## config.mk

```make
export PLATFORM = sky130hd
export DESIGN_NAME = flash_query_resp
export DESIGN_NICKNAME = d
export VERILOG_FILES = /design/src/rtl/flash_query_resp.sv
export SDC_FILE = /design/constraint.sdc
export NUM_CORES = 1
export LEC_CHECK = 0
export ABC_AREA = 1
export CAP_MARGIN = 40
export CORE_AREA = 8 8 122 124
export DETAILED_ROUTE_END_ITERATION = 8
export DIE_AREA = 0 0 130 132
export GPL_ROUTABILITY_DRIVEN = 0
export PLACE_DENSITY = 0.88
export SLEW_MARGIN = 15
export SYNTH_ARGS = -nofsm -noshare
export SYNTH_HDL_FRONTEND = slang
export SYNTH_SLANG_ARGS = --single-unit
```

## constraint.sdc

```tcl
create_clock -name clk -period 2.6 [get_ports clk]
set_clock_uncertainty 0.05 [all_clocks]
set_input_delay 0.52 -clock clk [delete_from_list [all_inputs] [get_ports clk]]
set_output_delay 0.52 -clock clk [all_outputs]
set_load 0.01 [all_outputs]
```

## src/rtl/flash_query_resp.sv

```systemverilog
module flash_query_resp #(
  parameter int DEV_LOG2   = 24,
  parameter int ERASE_LOG2 = 16
) (
  input  logic                                  clk,
  input  logic                                  rst_n,
  input  logic                                  rd_en,
  input  logic [1:0]                            rd_mode,
  input  logic [1:0]                            rd_size,
  input  logic [DEV_LOG2-1:0]                   rd_addr,
  input  logic [7:0]                            status,
  input  logic [(1<<(DEV_LOG2-ERASE_LOG2))-1:0] lock_bits,
  output logic                                  rd_valid,
  output logic [31:0]                           rd_data
);

  localparam int BLK_W  = DEV_LOG2 - ERASE_LOG2;
  localparam int NBLK   = 1 << BLK_W;
  localparam int OFF_W  = DEV_LOG2 - 2;
  localparam logic [OFF_W-1:0] Q_LAST = OFF_W'(8'h43);
  localparam logic [15:0] CNT_M1   = 16'(NBLK - 1);
  localparam logic [15:0] BLK_UNIT = 16'(1 << (ERASE_LOG2 - 9));
  localparam logic [7:0]  SIZE_B   = 8'(DEV_LOG2 - 1);

  typedef enum logic [1:0] {M_STATUS, M_IDENT, M_QUERY, M_NONE} mode_t;

  mode_t             mode;
  logic [OFF_W-1:0]  q_off;
  logic [7:0]        q_byte;
  logic [7:0]        q_tab;
  logic [8:0]        id_idx;
  logic [BLK_W-1:0]  blk;
  logic [15:0]       id_val;
  logic [15:0]       val;
  logic [31:0]       lane;

  assign mode   = mode_t'(rd_mode);
  assign q_off  = rd_addr[DEV_LOG2-1:2];
  assign id_idx = rd_addr[10:2];
  assign blk    = rd_addr[DEV_LOG2-1:ERASE_LOG2];

  always_comb begin
    case (q_off[7:0])
      8'h10:   q_tab = 8'h51;
      8'h11:   q_tab = 8'h52;
      8'h12:   q_tab = 8'h59;
      8'h27:   q_tab = SIZE_B;
      8'h2D:   q_tab = CNT_M1[7:0];
      8'h2E:   q_tab = CNT_M1[15:8];
      8'h2F:   q_tab = BLK_UNIT[7:0];
      8'h30:   q_tab = BLK_UNIT[15:8];
      8'h31:   q_tab = 8'h50;
      8'h32:   q_tab = 8'h52;
      8'h33:   q_tab = 8'h49;
      default: q_tab = 8'h00;
    endcase
  end

  assign q_byte = (q_off <= Q_LAST) ? q_tab : 8'h00;

  always_comb begin
    case (id_idx)
      9'd0:    id_val = 16'h0000;
      9'd1:    id_val = 16'hFFFF;
      9'd2:    id_val = {15'b0, lock_bits[blk]};
      default: id_val = 16'h0000;
    endcase
  end

  always_comb begin
    case (mode)
      M_STATUS: val = {8'h00, status};
      M_IDENT:  val = id_val;
      M_QUERY:  val = {8'h00, q_byte};
      default:  val = 16'h0000;
    endcase
  end

  always_comb begin
    case (rd_size)
      2'd0:    lane = {24'h0, val[7:0]};
      2'd1:    lane = {16'h0, val};
      default: lane = {val, val};
    endcase
  end

  always_ff @(posedge clk) begin
    if (!rst_n) begin
      rd_valid <= 1'b0;
      rd_data  <= 32'h0;
    end else begin
      rd_valid <= rd_en;
      if (rd_en) rd_data <= lane;
    end
  end

  AST_VALID_AFTER_REQ: assert property (@(posedge clk) disable iff (!rst_n) rd_en |=> rd_valid);
  AST_NO_SPURIOUS_VALID: assert property (@(posedge clk) disable iff (!rst_n) !rd_en |=> !rd_valid);
  AST_IDLE_HOLDS_DATA: assert property (@(posedge clk) disable iff (!rst_n) (!rd_en && $past(rst_n)) |=> $stable(rd_data));
  AST_WORD_MIRRORED: assert property (@(posedge clk) disable iff (!rst_n) (rd_en && rd_size[1]) |=> (rd_data[31:16] == rd_data[15:0]));
  AST_BYTE_UPPER_ZERO: assert property (@(posedge clk) disable iff (!rst_n) (rd_en && rd_size == 2'd0) |=> (rd_data[31:8] == 24'h0));
  AST_STATUS_ZERO_EXT: assert property (@(posedge clk) disable iff (!rst_n) (rd_en && rd_mode == 2'd0 && rd_size != 2'd0) |=> (rd_data[15:8] == 8'h00 && rd_data[7:0] == $past(status)));
  AST_NONE_MODE_ZERO: assert property (@(posedge clk) disable iff (!rst_n) (rd_en && rd_mode == 2'd3) |=> (rd_data == 32'h0));

endmodule

```

==> flow_summary.yaml, run 1 <==
die:
  dieArea_um2: 17200
  die_h_um: 132
  io_pins: 328
  fp.dieW_um: 130
  rows: 42
  initial_core_util_pct: 31.3
  core_um2: 13000
power_and_ir_drop:
  comb_power_share_pct: 62.1
  p_int_mw: 1.09
  p_sw_share_pct: 32.8
  static-leakage-power_nw: 3.27
  clkPwrFrac_pct: 19.4
  max-vdd-ir-drop_v: 0.000261
  p_sw_uw: 532
  finalPower_mw: 1.62
  pwr-share-seq_pct: 18.5
  power_density_nw_per_um2: 217
hold_path:
  hold_path.class: "reg2reg"
cts:
  clk_path_buf_depth: 2
  post-cts-setup-buffers: 0
  clock-sinks: 19
  cts_inserted_buffers: 3
  cts_max_level: 1
  root_buffer: "clkbuf_16"
  path_clk_slew_ns: 0.05
  cts_tree: "done"
  clk_latency_ns: 0.25
sta:
  setup-tns-final_ns: 0
  maxSlewViolCount: 0
  hold_violations: 0
  tightest_slew_ns: 0.511
  finalCriticalPeriod_ns: 2.35
  finalCritPeriodShare_pct: 90.4
  relSlewSlack_pct: 65.7
  fmax_ghz: 0.425
  rsz0062_at_grt: "false"
  setup_viol_count_final: 0
outcome:
  outcome: "finished clean"
detailed_routing:
  route.final.wire_length_mm: 21.4
  drc: 0
  wl_per_cell_um: 16.6
  vias: 6246
  vias_per_cell: 4.85
  drt-pass1-iter-count: 5
  ant_nets: 0
  drtIter0Drc: 557
cells_and_area:
  stdcell_area_um2: 7450
  drive_gt1_share_pct: 4.86
  regArea_um2: 380
  fin_util_pct: 57.4
  synthToLayoutAreaGrowth_pct: 83.5
  num-fill-cells: 1293
  multiInputGateArea_um2: 2970
  layout.nets: 1407
logic_synthesis:
  yosysMostFrequentCell: "nand2_1"
  synthXorXnorAreaFrac_pct: 0
  yosys.cell_types.count: 30
  synth-compound-area-share_pct: 10.7
  muxShareOfSynthArea_pct: 0
  synth-simple-area-share_pct: 62.2
  ys_seq_area_share_pct: 9.37
  synth_common_cells: "nand2_1 (331), nand3_1 (183), nor2_1 (60)"
  synth_top_area_share_pct: 30.6
  ys_top_cells_by_area: "nand2_1 (31%), nand3_1 (23%), dfxtp_1 (9.4%)"
  synth_edf_count: 0
  yosys.area_share.adder_pct: 0
  synth_top_family_by_area: "simple AND/OR/NAND/NOR gates"
  syn_area_um2: 4060
  yosys_warnings: 0
  synthesis.nets: 1115
  ys_ff_latch: 19
  synth-main-ff-cell: "dfxtp_1"
  async_reset_ff_share_pct: 0
  syn_avg_cell_area_um2: 4.95
  synth_cells: 820
  synth_top_area_cell: "nand2_1"
global_routing:
  grt_antenna_before_repair: 1
  track_usage_pct: 23.8
  overflow: 0
  grt_pass1_wl_mm: 32.6
  grt_start_max_net_pins: 70
  grt_pass1_vias: 6069
critical_path:
  required_ns: 2.71
  crit_arrival_ns: 2.46
  worstSetupPathType: "in2reg"
  cp_max_fo: 5
  critPathLaunchType: "input pin"
  worstSetupEndpointType: "flip-flop"
place:
  portBuffers: 325
  placed_cell_area_um2: 7370
  place_hpwl_mm: 17.8
flow_run:
  maxCapViolations: 0
## worst max-delay path, cell delays in order
cell and delay (ns):
clkdlybuf4s50_1 0.55, nand2_1 0.09, nor2_2 0.17, nand3_1 0.11, nor2_1 0.17, a21oi_2 0.07
nand2_1 0.09, nor2_1 0.06, nand3_1 0.11, nand2_2 0.14, o21ai_2 0.16, nand3_1 0.08
a21oi_1 0.15
## power by group through the flow
| stage | Sequential [mW] | Clock (mW) | Combinational (mW) |
|---|---|---|---|
| after floorplan | 0.308 | 0 | 0.425 |
| after global placement | 0.306 | 0 | 0.995 |
| after detailed placement | 0.306 | 0 | 1.00 |
| after CTS | 0.300 | 0.318 | 1.01 |
| after global routing | 0.300 | 0.330 | 1.11 |
| final | 0.300 | 0.314 | 1.01 |
## routing by layer
metal | vias up | wire, um | global-route usage [%]
li1 | 3218 | - | -
met1 | 2723 | 8330 | 27.6
met2 | 266 | 10500 | 41.7
met3 | 39 | 1950 | 5.74
met4 | 0 | 644 | 7.30
met5 | - | 0 | 0
## cell usage in the layout, fill, tap and decap left out, types with 5 or more instances in the layout
master and instances:
nand3_1 183, nor2_1 60, nand2_1 331, inv_1 52, buf_12 7, dfxtp_1 19
o211ai_1 9, a21oi_1 32, o21ai_1 9, buf_4 27, o21ai_0 21, o21ai_2 5
nand4_1 6, clkdlybuf4s50_1 323
## sequential cells by signal, indices dropped and copies added, names as in the netlist
name      cells
rd_data      18
rd_valid      1
## cell families after synthesis
logic type | after synthesis
AO/OA/AOI/OAI | 78
buffers and inverters | 130
flip-flops | 19
AND/OR/NAND/NOR | 593
## final cells by class
cell class              count  area share, %
diodes                      1         0.0336
clock buffers               4           1.06
inverters                  59           3.01
multi-input cells         671           39.8
flip-flops and latches     19           5.10
well taps                 176           2.95
repair buffers            358           48.1
## repair_timing
action                     CTS  global route
setup endpoints to repair    0             3
hold buffers                 0             0
gates resized for setup      0             2
## final timing paths
check,from,to,slack (ns),depth (start not counted)
worst min register to register,rd_data[19],rd_data[19],0.42,2
worst min-delay path,rd_data[19],rd_data[19],0.42,2
worst max register to register,rd_data[30],rd_data[30],1.72,2
worst max-delay path,rd_addr[7],rd_data[22],0.25,13
## metrics by stage
stage,setup slack (ns),hold slack (ns),std cells
3_3_place_gp,0.0969,0.403,1283
6_report,0.250,0.416,1288
4_1_cts,0.253,0.414,1287
5_1_grt,0.000417,0.428,1288
2_1_floorplan,0.649,0.440,820
3_5_place_dp,-0.00610,0.406,1283
Power figures use the tool's default switching activity.
==> inputs of run 2 (changes only) <==
--- a/config.mk
+++ b/config.mk
@@ -7,11 +7,11 @@
 export LEC_CHECK = 0
 export ABC_AREA = 1
 export CAP_MARGIN = 40
-export CORE_AREA = 8 8 122 124
+export CORE_MARGIN = 8
+export CORE_UTILIZATION = 31
 export DETAILED_ROUTE_END_ITERATION = 8
-export DIE_AREA = 0 0 130 132
 export GPL_ROUTABILITY_DRIVEN = 0
-export PLACE_DENSITY = 0.88
+export PLACE_DENSITY = 0.9
 export SLEW_MARGIN = 15
 export SYNTH_ARGS = -nofsm -noshare
 export SYNTH_HDL_FRONTEND = slang
==> constraint.sdc (replaced) <==
create_clock -name clk -period 2.1 [get_ports clk]
set_clock_uncertainty 0.05 [all_clocks]
set_input_delay 0.42 -clock clk [delete_from_list [all_inputs] [get_ports clk]]
set_output_delay 0.42 -clock clk [all_outputs]
set_load 0.01 [all_outputs]
==> run 2 against run 1 <==
Against the previous run:
- first-iteration DRC count up 32%
- clock power up 26%
- sequential power up 24%
- count of clock-buffer cells in the layout unchanged
- critical path depth up 2
- register-to-register slack worse by 0.49 ns
- power up 35%
- critical path type unchanged
- largest cell class unchanged
==> flow_summary.yaml, run 2 (synthesized netlist as in run 1, its figures left out) <==
detailed_routing:
  vias_per_cell: 5.16
  wl_per_cell_um: 17.8
  drc: 0
  drtIter0Drc: 736
  vias: 6888
  ant_nets: 0
  route.final.wire_length_mm: 23.8
  drt-pass1-iter-count: 5
sta:
  setup-tns-final_ns: 0
  maxSlewViolCount: 0
  fmax_ghz: 0.502
  hold_violations: 0
  relSlewSlack_pct: 66.6
  finalCriticalPeriod_ns: 1.99
  setup_viol_count_final: 0
  finalCritPeriodShare_pct: 94.9
  tightest_slew_ns: 0.497
critical_path:
  worstSetupPathType: "in2reg"
  crit_path_end: "rd_data[16]"
  cpMaxStageDelayCell: "clkdlybuf4s50_1"
  critPathLaunchType: "input pin"
  r2r_start: "rd_data[30]"
  r2r_end: "rd_data[30]"
  max_stage_delay_ns: 0.49
  crit_top_cell: "nand2_1"
  required_ns: 2.23
  cp.buffers_inverters: 1
  critPathLaunch: "lock_bits[63]"
  cp_top_family: "simple AND/OR/NAND/NOR gates"
  path_depth: 15
  crit_chain: "clkdlybuf4s50_1, nand2_1, nand3_1, nand3_1, nand2_1, nand2_1, nand3_1, nand3_1, nand2_1, nand3_1, nand2_1, nand2_1, nand2_1, nand3_1, a21oi_1"
  crit_arrival_ns: 2.12
  cp_max_fo: 2
  reg2regPathDepth: 2
  r2r_slack_ns: 1.23
  worstSetupEndpointType: "flip-flop"
power_and_ir_drop:
  p_int_mw: 1.44
  p_sw_uw: 742
  p_sw_share_pct: 34.0
  power_density_nw_per_um2: 264
  static-leakage-power_nw: 3.80
  max-vdd-ir-drop_v: 0.000594
  comb_power_share_pct: 64.8
  pwr-share-seq_pct: 17.0
  clkPwrFrac_pct: 18.1
cells_and_area:
  num-fill-cells: 1201
  top_regs: "rd_data x18, rd_valid x1"
  final_cell_mix: "nand2_1 (327), clkdlybuf4s50_1 (303), nand3_1 (172)"
  synthToLayoutAreaGrowth_pct: 104
  drive_gt1_share_pct: 12.5
  largest_register_ffs: 18
  final_common_cell: "nand2_1"
  stdcell_area_um2: 8270
  fin_util_pct: 63.4
  top_register: "rd_data"
  layout.cells.non_filler: 1336
  layout.nets: 1455
cts:
  root_buffer: "clkbuf_16"
  clk_path_buf_depth: 2
  cts_max_level: 1
  cts_inserted_buffers: 3
  path_clk_slew_ns: 0.05
  clock-sinks: 19
  cts_tree: "done"
  clk_latency_ns: 0.25
die:
  core_um2: 13000
  die_h_um: 130
  fp.dieW_um: 130
  initial_core_util_pct: 31.2
  rows: 42
  io_pins: 328
  dieArea_um2: 17000
global_routing:
  grt_antenna_before_repair: 4
  track_usage_pct: 24.1
  grt_pass1_vias: 6554
  overflow: 0
  grt_start_max_net_pins: 46
  grt_pass1_wl_mm: 32.8
place:
  place_hpwl_mm: 18.2
  dp_cells: 1316
  placed_cell_area_um2: 7680
  portBuffers: 325
hold_path:
  hp-start: "rd_data[16]"
  hold_path.class: "reg2reg"
outcome:
  outcome: "finished clean"
flow_run:
  maxCapViolations: 0
-- run 2: changes by cell type in the layout (fill, tap and decap cells not counted), moves of 7 or more --
| cell | before | now |
|---|---|---|
| inv_1 | 52 | 45 |
| nand3_1 | 183 | 172 |
| buf_12 | 7 | 15 |
| o21ai_0 | 21 | 14 |
| buf_4 | 27 | 56 |
| inv_2 | 3 | 11 |
| dlymetal6s2s_1 | 0 | 14 |
| clkdlybuf4s50_1 | 323 | 303 |
| clkbuf_16 | 3 | 10 |
| nand3_2 | 0 | 11 |
-- run 2: power groups by stage --
stage	Sequential (mW)	Combinational [mW]	Clock, mW
6_report	0.372	1.42	0.396
5_1_grt	0.372	1.53	0.418
4_1_cts	0.372	1.30	0.399
3_5_place_dp	0.379	1.30	0
3_3_place_gp	0.379	1.28	0
2_1_floorplan	0.382	0.526	0
-- run 2: layout make-up --
type,instances,area (um2),area share [%]
repair buffers,406,4200,50.8
diodes,1,2.50,0.0303
flip-flops and latches,19,380,4.60
inverters,59,234,2.83
well taps,176,220,2.66
clock buffers,4,78.8,0.954
multi-input cells,671,3150,38.1
-- run 2: stage by stage --
step,total power [mW],setup WS [ns],hold WS [ns]
floorplan,0.908,0.249,0.440
global placement,1.66,-0.306,0.405
detailed placement,1.68,-0.404,0.404
CTS,2.07,0.00456,0.416
global route,2.32,-0.114,0.430
finish,2.18,0.106,0.410
-- run 2: what timing repair did --
action,4_1_cts,5_1_grt
gates resized for setup,16,75
endpoints found under the setup margin,14,16
buffers inserted,1,7
hold buffers,0,0
pin swaps,9,56
endpoints found under the hold margin,0,0
cloned,0,7
-- run 2: worst min path at each step --
stage,to,cells past startpoint,slack (ns)
finish,rd_data[16],2,0.41
global route,rd_data[16],2,0.43
CTS,rd_data[16],2,0.42
detailed placement,rd_data[3],2,0.40
global placement,rd_data[17],2,0.40
floorplan,rd_data[0],2,0.44
-- run 2: tightest hold or removal path: cells and delay by family, from the launching register on --
kind / cells / cell delay [ns]
flip-flops: 1 / 0.31
AND/OR/NAND/NOR: 1 / 0.06
AO/OA/AOI/OAI: 1 / 0.05
-- run 2: per-layer routing --
layer	up-vias	track usage, %	wire length [um]
met3	86	5.07	2380
met2	425	43.3	11700
met4	4	9.05	927
met1	3052	27.4	8810
met5	-	0	23
li1	3321	-	-
